## src/rtl/srate_pkg.sv

```systemverilog
package srate_pkg;
  localparam int unsigned MAX_DIV = 512;
  localparam int unsigned DIV_W   = $clog2(MAX_DIV) + 1;

  typedef struct packed {
    logic [1:0] slp_rate;
    logic [2:0] data_rate;
    logic       low_noise;
    logic       fast_read;
    logic       run;
  } ctrl_t;

  function automatic logic [DIV_W-1:0] data_div(input logic [2:0] code);
    case (code)
      3'd0: data_div = DIV_W'(1);
      3'd1: data_div = DIV_W'(2);
      3'd2: data_div = DIV_W'(4);
      3'd3: data_div = DIV_W'(8);
      3'd4: data_div = DIV_W'(16);
      3'd5: data_div = DIV_W'(64);
      3'd6: data_div = DIV_W'(128);
      default: data_div = DIV_W'(512);
    endcase
  endfunction

  function automatic logic [DIV_W-1:0] sleep_div(input logic [1:0] code);
    case (code)
      2'd0: sleep_div = DIV_W'(16);
      2'd1: sleep_div = DIV_W'(64);
      2'd2: sleep_div = DIV_W'(128);
      default: sleep_div = DIV_W'(512);
    endcase
  endfunction
endpackage

```

## src/rtl/srate_regs.sv

```systemverilog
module srate_regs
  import srate_pkg::*;
(
  input  logic       clk_i,
  input  logic       rst_ni,
  input  logic       wr_i,
  input  logic [7:0] wdata_i,
  output ctrl_t      cfg_o
);
  ctrl_t cfg_q;

  always_ff @(posedge clk_i or negedge rst_ni) begin
    if (!rst_ni) begin
      cfg_q <= '0;
    end else if (wr_i) begin
      if (cfg_q.run) cfg_q.run <= wdata_i[0];  // fields locked while running
      else           cfg_q     <= ctrl_t'(wdata_i);
    end
  end

  assign cfg_o = cfg_q;

  AST_LOCKED_FIELDS: assert property (@(posedge clk_i) disable iff (!rst_ni)
    cfg_q.run |=> $stable(cfg_q[7:1])) else $error("fields changed while running");
endmodule

```

## src/rtl/srate_sel.sv

```systemverilog
module srate_sel
  import srate_pkg::*;
(
  input  ctrl_t            cfg_i,
  input  logic             sleep_i,
  output logic [DIV_W-1:0] div_o
);
  always_comb begin
    if (sleep_i) div_o = sleep_div(cfg_i.slp_rate);
    else         div_o = data_div(cfg_i.data_rate);
  end
endmodule

```

## src/rtl/srate_div.sv

```systemverilog
module srate_div #(
  parameter int unsigned DIV_W = 10
) (
  input  logic             clk_i,
  input  logic             rst_ni,
  input  logic             run_i,
  input  logic             sleep_i,
  input  logic             tick_i,
  input  logic [DIV_W-1:0] div_i,
  output logic             strobe_o
);
  logic [DIV_W-1:0] cnt_q;
  logic             run_q, sleep_q, strobe_q;
  logic             restart, last, fire;

  assign restart = run_i && (!run_q || (sleep_i != sleep_q));
  assign last    = (cnt_q == div_i - DIV_W'(1));
  assign fire    = run_i && !restart && tick_i && last;

  always_ff @(posedge clk_i or negedge rst_ni) begin
    if (!rst_ni) begin
      cnt_q    <= '0;
      run_q    <= 1'b0;
      sleep_q  <= 1'b0;
      strobe_q <= 1'b0;
    end else begin
      run_q    <= run_i;
      sleep_q  <= sleep_i;
      strobe_q <= fire;
      if (!run_i || restart) cnt_q <= '0;
      else if (tick_i)       cnt_q <= last ? '0 : cnt_q + DIV_W'(1);
    end
  end

  assign strobe_o = strobe_q;

  AST_CNT_BELOW_DIV: assert property (@(posedge clk_i) disable iff (!rst_ni)
    (run_i && !restart) |-> (cnt_q < div_i)) else $error("count beyond divisor");
  AST_STANDBY_QUIET: assert property (@(posedge clk_i) disable iff (!rst_ni)
    !run_i |=> !strobe_q) else $error("strobe in standby");
  AST_STANDBY_HELD: assert property (@(posedge clk_i) disable iff (!rst_ni)
    !run_i |=> (cnt_q == '0)) else $error("count moved in standby");
  AST_RESTART_ZERO: assert property (@(posedge clk_i) disable iff (!rst_ni)
    restart |=> (cnt_q == '0)) else $error("restart did not clear");
  AST_STROBE_AFTER_TICK: assert property (@(posedge clk_i) disable iff (!rst_ni)
    strobe_q |-> $past(tick_i)) else $error("strobe without tick");
endmodule

```

## src/rtl/sample_rate_ctrl.sv

```systemverilog
module sample_rate_ctrl
  import srate_pkg::*;
#(
  parameter int unsigned       ADDR_W    = 4,
  parameter logic [ADDR_W-1:0] CTRL_ADDR = ADDR_W'('hA)
) (
  input  logic              clk_i,
  input  logic              rst_ni,
  input  logic              we_i,
  input  logic [ADDR_W-1:0] addr_i,
  input  logic [7:0]        wdata_i,
  output logic [7:0]        rdata_o,
  input  logic              tick_i,
  input  logic              sleep_i,
  output logic              strobe_o,
  output logic              low_noise_o,
  output logic              fast_read_o
);
  ctrl_t            cfg;
  logic [DIV_W-1:0] div;
  logic             hit;

  assign hit = (addr_i == CTRL_ADDR);

  srate_regs u_regs (
    .clk_i   (clk_i),
    .rst_ni  (rst_ni),
    .wr_i    (we_i && hit),
    .wdata_i (wdata_i),
    .cfg_o   (cfg)
  );

  srate_sel u_sel (
    .cfg_i   (cfg),
    .sleep_i (sleep_i),
    .div_o   (div)
  );

  srate_div #(.DIV_W(DIV_W)) u_div (
    .clk_i    (clk_i),
    .rst_ni   (rst_ni),
    .run_i    (cfg.run),
    .sleep_i  (sleep_i),
    .tick_i   (tick_i),
    .div_i    (div),
    .strobe_o (strobe_o)
  );

  assign rdata_o     = hit ? cfg : 8'h00;
  assign low_noise_o = cfg.low_noise;
  assign fast_read_o = cfg.fast_read;

  AST_FOREIGN_WRITE: assert property (@(posedge clk_i) disable iff (!rst_ni)
    (we_i && !hit) |=> $stable(cfg)) else $error("foreign write changed byte");
endmodule

```

## config.mk

```make
export PLATFORM = sky130hd
export DESIGN_NAME = sample_rate_ctrl
export DESIGN_NICKNAME = d
export VERILOG_FILES = /design/src/rtl/srate_pkg.sv /design/src/rtl/srate_regs.sv /design/src/rtl/srate_sel.sv /design/src/rtl/srate_div.sv /design/src/rtl/sample_rate_ctrl.sv
export SDC_FILE = /design/constraint.sdc
export NUM_CORES = 1
export LEC_CHECK = 0
export BUFFER_PORTS_ARGS = -buffer_cell sky130_fd_sc_hd__buf_2
export CAP_MARGIN = 10
export CORE_UTILIZATION = 55
export CTS_BUF_LIST = sky130_fd_sc_hd__clkbuf_8 sky130_fd_sc_hd__clkbuf_16
export DETAILED_ROUTE_END_ITERATION = 12
export PLACE_DENSITY = 0.89
export SETUP_SLACK_MARGIN = 0.3
export SYNTH_ARGS = -nofsm -noshare
export SYNTH_HDL_FRONTEND = slang
export SYNTH_SLANG_ARGS = --single-unit
```

## constraint.sdc

```tcl
create_clock -name clk_i -period 5.9 [get_ports clk_i]
set_clock_uncertainty 0.2 [all_clocks]
set_input_delay 1.18 -clock clk_i [delete_from_list [all_inputs] [get_ports clk_i]]
set_output_delay 1.18 -clock clk_i [all_outputs]
set_load 0.02 [all_outputs]
```

==> results of run 1 <==
## worst max-delay path, delay by kind of cell
kind / cells / cell delay, ns
simple gates: 2 / 1.05
buf+inv: 2 / 0.26
## how the worst min path moves through the flow
stage          cells past startpoint  slack, ns           to
2_1_floorplan                      0       0.19  u_div.run_q
3_3_place_gp                       0       0.21  u_div.run_q
3_5_place_dp                       0       0.22  u_div.run_q
4_1_cts                            0       0.24  u_div.run_q
5_1_grt                            0       0.26  u_div.run_q
6_report                           0       0.23  u_div.run_q
## per-stage QoR
stage | setup slack [ns] | total power, mW | instances | utilization (%) | hold WS [ns]
finish | 2.036 | 0.3669 | 200 | 68.17 | 0.2345
global route | 1.871 | 0.3865 | 200 | 68.17 | 0.2591
detailed placement | 2.003 | 0.2756 | 196 | 66.19 | 0.2241
floorplan | 2.424 | 0.2482 | 147 | - | 0.1874
CTS | 2.024 | 0.3664 | 200 | 68.17 | 0.2401
global placement | 2.101 | 0.2707 | 196 | 66.19 | 0.2127
## sequential cells by signal, summed over array words and instances (netlist names)
| register | cells |
|---|---|
| u_div.run_q | 1 |
| u_div.strobe_o | 1 |
| u_div.sleep_q | 1 |
| u_regs.cfg_o | 8 |
| u_div.cnt_q | 10 |
## layer usage
metal / wire [um] / vias up / GRT usage, % / part of all wire [%]
met1: 1251 / 580 / 33.52 / 40
li1: - / 590 / - / -
met2: 1587 / 50 / 41.34 / 51
met3: 191 / 10 / 6.725 / 6.2
met5: 0 / - / 0 / 0
met4: 60 / 0 / 9.910 / 1.9
## cells by family after synthesis
family                   count (synthesis)  share of synthesized area [%]
multiplexers                             8                          6.624
flip-flops                              21                          38.64
AO/OA/AOI/OAI                           32                          17.02
AND/OR/NAND/NOR                         66                          27.51
buffers and inverters                    9                          2.575
adder cells (fa/ha/maj)                  2                          1.840
XOR/XNOR                                 9                          5.795
## placed cells by master, fill, tap and decap left out, types with 4 or more instances in the layout
cell,count
sky130_fd_sc_hd__a21oi_1,4
sky130_fd_sc_hd__and2_1,10
sky130_fd_sc_hd__buf_2,27
sky130_fd_sc_hd__dfrtp_1,21
sky130_fd_sc_hd__inv_1,4
sky130_fd_sc_hd__mux2_2,8
sky130_fd_sc_hd__nand2_1,19
sky130_fd_sc_hd__nand3_1,4
sky130_fd_sc_hd__nor2_1,4
sky130_fd_sc_hd__nor3_1,6
sky130_fd_sc_hd__o211ai_1,4
sky130_fd_sc_hd__o21ai_0,12
sky130_fd_sc_hd__xnor2_1,5
sky130_fd_sc_hd__xor2_1,4
## final cells by class
type                            instances  area [um^2]  share of cell area, %
Multi-Input combinational cell        117        799.5                  51.53
Clock inverter                          1        3.754                 0.2419
Clock buffer                            3        41.29                  2.661
Timing Repair Buffer                   27        135.1                  8.710
Tap cell                               28        35.03                  2.258
Inverter                                3        11.26                 0.7258
Sequential cell                        21        525.5                  33.87
## power by group through the flow
stage | Sequential (mW) | Combinational, mW | Clock, mW
after floorplan | 0.176 | 0.0719 | 0
after global placement | 0.182 | 0.0888 | 0
after detailed placement | 0.183 | 0.0930 | 0
after CTS | 0.180 | 0.0932 | 0.0931
after global routing | 0.184 | 0.102 | 0.100
final | 0.181 | 0.0933 | 0.0927
==> summary.md, run 1 <==
| Metric | Value |
|---|---|
| Max VDD drop | approximately 210 uV |
| Full die area | roughly 2700 um^2 |
| Ranking of synthesized cells by area | sky130_fd_sc_hd__dfrtp_1, sky130_fd_sc_hd__mux2_2, sky130_fd_sc_hd__nand2_1 |
| Hold Crit Class | reg -> reg |
| Number of hold violations in the final report | 0 |
| Cell area after layout | roughly 1600 um^2 |
| Worst skew pair latency | 0.26 ns |
| Worst path cell trace | buf_2 > nor4bb_1 > and2_1 > buf_2 |
| Number of placement rows | 17 |
| ANT cells | 0 |
| Wire length of the first global-routing pass | 5050 um |
| HPWL Detailed | approximately 2300 um |
| Share of flip-flops with an asynchronous set or reset | between 90% and 100% |
| CTS buffer count | 3 |
| Number of gates resized after CTS | 0 |
| Pleak | ~0.67 nW |
| Remaining DRCs | 0 |
| Beginning of the worst register-to-register path | u_regs.cfg_o[4] |
| Buffers on Ports | 27 |
| Commonest cells in the netlist | sky130_fd_sc_hd__dfrtp_1, sky130_fd_sc_hd__nand2_1, sky130_fd_sc_hd__o21ai_0 |
| Hold bufs inserted after CTS | 0 |
| RSZ-0062 raised after global routing | no |
| Period Utilization, post-route | between 60 and 70% |
| First element of the critical path | addr_i[0] |
| Final-report max-slew violation count | 0 |
| Net switching share of the total power | between 30% and 40% |
| Cell type with the highest aggregate area in the netlist | sky130_fd_sc_hd__dfrtp_1 |
| Sequential power share | around 49% |
| Setup crit start kind | input pin |
| Final number of setup-violating endpoints | 0 |
| Cell area after technology mapping | approximately 1400 um^2 |
| Iteration-0 DRC Markers | 26 |
| Area delta synth->final | 14.08% |
| Reg2reg setup slack | about 2.9 ns |
| Global placer's final weighted congestion | 0.8694 |
| Number of warnings reported in the yosys synthesis log | 0 |
| Vias/cell | a little over 6 |
| Worst-path maximum fanout | 9 |
| Clock Path Buffers | 2 |
| Distinct cell type count of the synthesized netlist | 42 |
| Die Wd | ~52 um |
| Timing endpoint of the critical path | rdata_o[0] |
| Number of enable-type register cells in the synthesized netlist | 0 |
| Vias in the first global route | about 1100 |
| Most used standard cell by instance count after synthesis | sky130_fd_sc_hd__dfrtp_1 |
| Global route overflow | 0 |
| Effective utilization at floorplan | between 50% and 60% |
| Fraction of synthesized cell area taken by the top area cell type | between 30% and 40% |
| Switching power total | approximately 0.12 mW |
| Min-delay src | u_regs.cfg_o[0] |
| Number of setup buffers added after CTS | 0 |
| Die outline height | slightly above 50 um |
| Average instance area after synthesis | approximately 9 um^2 |
| Placeable core area | 2276 um^2 |
| Most prevalent standard cell on the critical path | sky130_fd_sc_hd__buf_2 |
| Depth of the worst register-to-register path | 8 |
| Clock root buffer master | sky130_fd_sc_hd__clkbuf_8 |
| Crit end category | primary output |
| Measured slew at the worst slew-check pin | 0.9410 ns |
| Total vias in the final route | between 1000 and 1500 |
| Data required time of the critical path | approximately 4.5 ns |
| I/O pin count | 28 |
| Fraction of power consumed by the clock network | 25.3% |
| CTS HTree Levels | 1 |
| Filler cells | between 150 and 200 |
| Power density over cell area | ~240 nW/um^2 |
| Result of the run | finished clean |
| Antenna violations before repair | 0 |
| Aggregate routed wire length | a little over 3000 um |
| Worst flop-to-flop path endpoint | u_div.cnt_q[9] |
| Maximum number of pins on one net before global-route repair | 22 |
| Routed len/inst | between 15 and 20 um |
| Placed instance area | 1506 um^2 |
| Share of final-layout standard cells stronger than drive strength 1 | approximately a quarter |
| Max stage delay cell, worst path | sky130_fd_sc_hd__nor4bb_1 |
| Comb pwr share | between 20% and 30% |
| Number of detailed-routing iterations run before antenna repair | 4 |
| Highest achievable clock rate | 258.8 MHz |
| Clock period minus final worst setup slack | between 3 and 4 ns |
| Crit path arrival time | ~2.5 ns |
| Register bit total from synthesis | 21 |
| Clock edge transition at the registers on the reported setup and hold paths | around 0.070 ns |
| Clock tree from TritonCTS | built |
| Clock sink count | 21 |
| Worst slew margin relative to its limit | between 30% and 40% |
| Seq/Total Area, Yosys | between 30% and 40% |
| Net count, final | roughly 190 |
| Startpoint-to-endpoint class of the critical path | in -> out |
| GRT Overall Usage | between 20 and 30% |
| Remaining antenna violation count after routing | 0 |
| Primary flip-flop cell chosen by synthesis mapping | sky130_fd_sc_hd__dfrtp_1 |
| Mapped Cells | 147 |
| Sum of negative setup slack | 0 ns |
| Highest cell delay on the worst timing path | approximately 0.81 ns |
| Net Count, Synth | 166 |
| Internal power of the cells | roughly 0.25 mW |
| Max Cap Violations | 0 |
No activity file was read; power rests on OpenSTA's default activity.
==> run 2: changes to the inputs <==
ABC_AREA = 1   (was not set)
PLACE_DENSITY = 0.88   (was 0.89)
clock period = 3.8 ns   (was 5.9 ns; I/O delays follow)
==> run 2 against run 1 <==
Against the previous run:
- hold slack improved by 0.0019 ns
- die area is 10% higher
- clock power is 52% higher
- register-to-register slack worse by 1.5 ns
==> summary.md, run 2 <==
| Metric | Value |
|---|---|
| Result of the run | finished clean |
| CTS HTree Levels | 1 |
| Die Wd | about 54 um |
| Aggregate routed wire length | ~3000 um |
| Distinct cell type count of the synthesized netlist | 26 |
| CTS buffer count | 3 |
| Register bank with the most flops | u_div.cnt_q |
| Clock period minus final worst setup slack | between 2 and 3 ns |
| Gate family responsible for the most delay along the worst path | simple AND/OR/NAND/NOR gates |
| Clock edge transition at the registers on the reported setup and hold paths | 0.07 ns |
| Seq/Total Area, Yosys | a little over a third |
| Worst flop-to-flop path endpoint | u_div.cnt_q[4] |
| Buffering stage count on the worst path with inverters included | 2 |
| Buffers on Ports | 27 |
| Total number of cells along the worst setup path | 16 |
| Beginning of the worst register-to-register path | u_regs.cfg_o[4] |
| Most common library cell in the layout ignoring fill and taps | sky130_fd_sc_hd__nand2_1 |
| Startpoint-to-endpoint class of the critical path | in -> reg |
| Period Utilization, post-route | between 60 and 70% |
| ANT cells | 0 |
| Mapped Cells | roughly 220 |
| Highest achievable clock rate | 381.8 MHz |
| Clock sink count | 21 |
| Wire length of the first global-routing pass | about 5000 um |
| Placeable core area | 2522 um^2 |
| Share of flip-flops with an asynchronous set or reset | between 90% and 100% |
| Crit end category | flip-flop |
| Net Count, Synth | ~240 |
| Routed len/inst | ~11 um |
| Final-report max-slew violation count | 0 |
| RSZ-0062 raised after global routing | no |
| Top library cells by usage in the layout, fill and taps aside | sky130_fd_sc_hd__nand2_1, sky130_fd_sc_hd__nor2_1, sky130_fd_sc_hd__buf_2, sky130_fd_sc_hd__nand2_2, sky130_fd_sc_hd__dfrtp_1 |
| Total vias in the final route | ~1400 |
| Crit path arrival time | ~2.6 ns |
| Max stage delay cell, worst path | sky130_fd_sc_hd__ha_1 |
| Remaining DRCs | 0 |
| Most used standard cell by instance count after synthesis | sky130_fd_sc_hd__nand2_1 |
| Data required time of the critical path | roughly 3.8 ns |
| Net switching share of the total power | between 30% and 40% |
| Global placer's final weighted congestion | a little over 0.8 |
| Full die area | between 2000 and 3000 um^2 |
| Max VDD drop | about 250 uV |
| Total power consumption of the routed design | approximately 0.58 mW |
| Worst-path maximum fanout | 11 |
| Highest cell delay on the worst timing path | about 0.25 ns |
| Share of final-layout standard cells stronger than drive strength 1 | around 29% |
| Antenna violations before repair | 0 |
| Flip-flop count of the largest register, all copies and words added | 10 |
| Timing endpoint of the critical path | u_div.cnt_q[4] |
| Effective utilization at floorplan | roughly three fifths |
| Power density over cell area | 347.8 nW/um^2 |
| Worst slew margin relative to its limit | a little under 70% |
| Pleak | approximately 0.88 nW |
| Hold Crit Class | in -> async |
| I/O pin count | 28 |
| Hold bufs inserted after CTS | 0 |
| Number of warnings reported in the yosys synthesis log | 0 |
| Switching power total | between 0.2 and 0.25 mW |
| Number of detailed-routing iterations run before antenna repair | 4 |
| Most prevalent standard cell on the critical path | sky130_fd_sc_hd__nand2_1 |
| Iteration-0 DRC Markers | 24 |
| Clock root buffer master | sky130_fd_sc_hd__clkbuf_8 |
| Commonest cells in the netlist | sky130_fd_sc_hd__nand2_1, sky130_fd_sc_hd__nor2_1, sky130_fd_sc_hd__nand2_2 |
| Number of placement rows | 18 |
| Area delta synth->final | 12.00% |
| Final number of setup-violating endpoints | 0 |
| Number of gates resized after CTS | 0 |
| Seq. cell area | roughly 530 um^2 |
| Global route overflow | 0 |
| Clock tree from TritonCTS | built |
| Fraction of synthesized cell area taken by the top area cell type | around a third |
| Die outline height | 54.25 um |
| Vias in the first global route | between 1000 and 1500 |
| Worst skew pair latency | between 0.2 and 0.3 ns |
| Vias/cell | roughly 5.2 |
| Ranking of synthesized cells by area | sky130_fd_sc_hd__dfrtp_1, sky130_fd_sc_hd__nand2_1, sky130_fd_sc_hd__nand2_2 |
| First element of the critical path | sleep_i |
| Maximum number of pins on one net before global-route repair | 22 |
| Net count, final | 264 |
| Max Cap Violations | 0 |
| Number of hold violations in the final report | 0 |
| Sequential power share | a little under half |
| Depth of the worst register-to-register path | 15 |
| Measured slew at the worst slew-check pin | 0.4753 ns |
| Filler cells | 229 |
| Clock Path Buffers | 2 |
| Cell area after technology mapping | 1501 um^2 |
| Average instance area after synthesis | ~6.9 um^2 |
| Cell type with the highest aggregate area in the netlist | sky130_fd_sc_hd__dfrtp_1 |
| Comb pwr share | around 30% |
| GRT Overall Usage | 23.36% |
| Number of enable-type register cells in the synthesized netlist | 0 |
| Internal power of the cells | 0.3802 mW |
| Sum of negative setup slack | 0 ns |
| Setup crit start kind | input pin |
| Fraction of power consumed by the clock network | between 20% and 30% |
| Number of setup buffers added after CTS | 0 |
| Primary flip-flop cell chosen by synthesis mapping | sky130_fd_sc_hd__dfrtp_1 |
| Area used by multi-input combinational logic | roughly 850 um^2 |
| HPWL Detailed | around 2200 um |
| Remaining antenna violation count after routing | 0 |
| Reg2reg setup slack | roughly 1.3 ns |
| Worst path cell trace | buf_2 > nor2_4 > nand2_1 > ha_1 > inv_1 > nand2_1 > nand2_1 > nand2_1 > nand2_1 > nand3_1 > nor2_1 > nand2_1 > nor2_2 > nand2_2 > nand2_2 > nand2_2 |
| Register bit total from synthesis | 21 |
run 2: cell types whose count changed after synthesis, sizes merged, moves of 7 or more:
cell / previous run / this run
a21oi: 4 / 11
and2: 10 / 0
inv: 3 / 24
mux2: 8 / 0
nand2: 19 / 74
nand3: 4 / 16
nor2: 4 / 46
o21ai: 14 / 2
run 2: worst min-delay path by stage:
stage	startpoint	to	slack, ns	cells after the start
4_1_cts	u_regs.cfg_o[0]	u_div.run_q	0.24	0
3_3_place_gp	u_regs.cfg_o[0]	u_div.run_q	0.23	0
5_1_grt	u_regs.cfg_o[0]	u_div.run_q	0.26	0
3_5_place_dp	u_regs.cfg_o[0]	u_div.run_q	0.23	0
2_1_floorplan	u_regs.cfg_o[0]	u_div.run_q	0.19	0
6_report	rst_ni	u_regs.cfg_o[6]	0.24	1
run 2: through the flow:
| step | instances | util [%] | hold WS (ns) | instance area [um^2] | worst slack, ns |
|---|---|---|---|---|---|
| floorplan | 217 | - | 0.1949 | 1501 | 1.265 |
| global placement | 270 | 64.88 | 0.2262 | 1637 | 1.045 |
| detailed placement | 270 | 64.88 | 0.2279 | 1637 | 1.007 |
| CTS | 274 | 66.67 | 0.2446 | 1682 | 1.197 |
| global route | 274 | 66.67 | 0.2612 | 1682 | 1.036 |
| finish | 274 | 66.67 | 0.2365 | 1682 | 1.181 |
run 2: power by group through the flow:
stage	Clock (mW)	Combinational, mW	Sequential (mW)
after CTS	0.144	0.172	0.273
after global routing	0.151	0.194	0.276
after detailed placement	0	0.170	0.277
after global placement	0	0.169	0.276
after floorplan	0	0.125	0.278
final	0.141	0.171	0.273
run 2: cell type report:
cell class	instances	share of cell area, %
clock buffers	3	2.455
clock inverters	1	0.2232
inverters	24	5.357
multi-input cells	168	50.45
flip-flops and latches	21	31.25
well taps	30	2.232
repair buffers	27	8.036
run 2: kinds of logic (layout without fill, tap and decap cells):
logic type | after synthesis | in the layout | share of synthesized area, %
AOI/OAI and AO/OA | 14 | 14 | 4.750
DFF | 21 | 21 | 35.00
and+or+nand+nor | 148 | 148 | 47.75
adders and majority gates | 2 | 2 | 1.666
xor gates and xnor gates | 4 | 4 | 2.334
buffers and inverters | 28 | 55 | 8.500
run 2: layer usage:
metal | part of all wire (%) | routed length (um) | global-route usage [%]
met4 | 0.61 | 18 | 6.838
met1 | 48 | 1414 | 29.79
met3 | 2.9 | 87 | 3.611
met2 | 49 | 1439 | 40.45
met5 | 0 | 0 | 0
==> run 3: changes to the inputs <==
clock period = 2.71 ns   (was 3.8 ns; I/O delays follow)
==> run 3 against run 2 <==
Against the previous run:
- clock power grew 48%
- largest cell class unchanged
- worst setup slack worse by 0.76 ns
- cell area increased by 2.8%
- wire length rose by 7.0%
- via count up 2.8%
- hold slack worse by 0.21 ns
- combinational power rose by 56%
- power increased by 47%
- largest power group unchanged
- flip-flop and latch count unchanged
==> summary.md, run 3 (same netlist as run 2, synthesis figures left out) <==
| Metric | Value |
|---|---|
| Result of the run | finished clean |
| Buffers on Ports | 27 |
| Clock sink count | 21 |
| CTS HTree Levels | 1 |
| Max VDD drop | ~360 uV |
| Die outline height | 54.25 um |
| Period Utilization, post-route | a little over four fifths |
| Register bank with the most flops | u_div.cnt_q |
| Fraction of power consumed by the clock network | roughly a quarter |
| Internal power of the cells | 0.5463 mW |
| Hold Crit Class | in -> async |
| Remaining antenna violation count after routing | 0 |
| Clock Path Buffers | 2 |
| Effective utilization at floorplan | approximately 60% |
| Remaining DRCs | 0 |
| Final-report max-slew violation count | 0 |
| Number of detailed-routing iterations run before antenna repair | 4 |
| ANT cells | 0 |
| Placed cell count | 271 |
| Total vias in the final route | 1454 |
| Most prevalent standard cell on the critical path | sky130_fd_sc_hd__nand2_1 |
| Clock period minus final worst setup slack | 2.285 ns |
| Crit path arrival time | ~2.3 ns |
| Switching power total | 0.3154 mW |
| Maximum number of pins on one net before global-route repair | 22 |
| Clock edge transition at the registers on the reported setup and hold paths | roughly 0.080 ns |
| Number of hold violations in the final report | 0 |
| Full die area | just under 3000 um^2 |
| Number of placement rows | 18 |
| Final Non-Filler Cells | about 280 |
| Buffering stage count on the worst path with inverters included | 1 |
| RSZ-0062 raised after global routing | no |
| Final number of setup-violating endpoints | 0 |
| Net switching share of the total power | a little over a third |
| Routed len/inst | around 11 um |
| Worst slew margin relative to its limit | approximately two thirds |
| Wire length of the first global-routing pass | roughly 5000 um |
| Worst skew pair latency | 0.26 ns |
| Highest achievable clock rate | roughly 440 MHz |
| Aggregate routed wire length | roughly 3200 um |
| Pleak | between 0.9 and 1 nW |
| Measured slew at the worst slew-check pin | 0.4856 ns |
| Net count, final | around 270 |
| Setup crit start kind | flip-flop |
| Clock tree from TritonCTS | built |
| Die Wd | roughly 54 um |
| Worst path cell trace | nor2_4 > nand2_1 > ha_1 > inv_1 > nand2_1 > nand2_1 > nand2_1 > nand2_1 > nand3_1 > nor2_1 > nand2_1 > nor2_4 > nand2_2 > nand2_2 > nand2_2 |
| Comb pwr share | 30.8% |
| Iteration-0 DRC Markers | 24 |
| Antenna violations before repair | 0 |
| Vias in the first global route | roughly 1200 |
| Vias/cell | 5.230 |
| Most common library cell in the layout ignoring fill and taps | sky130_fd_sc_hd__nand2_1 |
| Power density over cell area | around 500 nW/um^2 |
| HPWL Detailed | 2200 um |
| Max stage delay cell, worst path | sky130_fd_sc_hd__dfrtp_2 |
| Final core area utilization | approximately two thirds |
| Flip-flop count of the largest register, all copies and words added | 10 |
| Top library cells by usage in the layout, fill and taps aside | sky130_fd_sc_hd__nand2_1, sky130_fd_sc_hd__nor2_1, sky130_fd_sc_hd__buf_2, sky130_fd_sc_hd__nand2_2 |
| Crit end category | flip-flop |
| Sequential power share | about 45% |
| Filler cells | around 210 |
| Global placer's final weighted congestion | 0.8386 |
| Gate family responsible for the most delay along the worst path | simple AND/OR/NAND/NOR gates |
| Sum of negative setup slack | 0 ns |
| Startpoint-to-endpoint class of the critical path | reg -> reg |
| GRT Overall Usage | 23.18% |
| Clock root buffer master | sky130_fd_sc_hd__clkbuf_8 |
| Data required time of the critical path | approximately 2.7 ns |
| Placeable core area | between 2000 and 3000 um^2 |
| Max Cap Violations | 0 |
| Area delta synth->final | 15.17% |
| CTS buffer count | 3 |
| I/O pin count | 28 |
| Global route overflow | 0 |
| Highest cell delay on the worst timing path | 0.47 ns |
| Worst-path maximum fanout | 5 |
| Share of final-layout standard cells stronger than drive strength 1 | 31.05% |
-- run 3: what timing repair did --
item,CTS,global route
hold endpoints to repair,0,0
hold buffers,0,0
resized for setup,0,5
setup buffers,0,2
setup endpoints to repair,0,11
-- run 3: final timing paths --
| kind | from | to | slack, ns | depth (start not counted) |
|---|---|---|---|---|
| worst max-delay path | u_regs.cfg_o[4] | u_div.cnt_q[7] | 0.43 | 15 |
| worst min-delay path | rst_ni | u_div.cnt_q[6] | 0.02 | 1 |
| worst max register to register | u_regs.cfg_o[4] | u_div.cnt_q[7] | 0.43 | 15 |
| worst min register to register | u_regs.cfg_o[0] | u_div.run_q | 0.25 | 0 |
| max in group asynchronous | rst_ni | u_regs.cfg_o[4] | 1.94 | 1 |
| min in group clk_i | u_regs.cfg_o[0] | u_div.run_q | 0.25 | 0 |
-- run 3: cell type report --
cell class / count / area, um^2 / area share (%)
multi-input combinational: 169 / 869.6 / 50.29
sequential: 21 / 528.0 / 30.54
timing repair buffer: 30 / 157.7 / 9.117
inverter: 24 / 90.09 / 5.210
clock buffer: 3 / 41.29 / 2.388
tap: 30 / 37.54 / 2.171
clock inverter: 1 / 5.005 / 0.2894
-- run 3: power by group through the flow --
stage | sequential [mW] | combinational, mW | clock, mW
6_report | 0.387 | 0.266 | 0.209
5_1_grt | 0.393 | 0.297 | 0.227
4_1_cts | 0.383 | 0.242 | 0.214
3_5_place_dp | 0.389 | 0.240 | 0
3_3_place_gp | 0.387 | 0.237 | 0
2_1_floorplan | 0.390 | 0.176 | 0
-- run 3: metrics by stage --
stage	power, mW	area (um^2)	hold WS (ns)	setup WS [ns]
after floorplan	0.5664	1501	0.04641	0.3926
after global placement	0.6244	1644	0.2290	0.2445
after detailed placement	0.6291	1644	0.2326	0.2125
after CTS	0.8392	1690	0.04583	0.3363
after global routing	0.9163	1729	0.05549	0.2522
final	0.8618	1729	0.02297	0.4250
-- run 3: routing by layer --
layer  vias up  share of wire (%)  track usage (%)
met3         5                3.8            4.167
li1        749                  -                -
met2        31                 49            36.38
met5         -                  0                0
met4         0                1.1            7.265
met1       669                 46            32.12
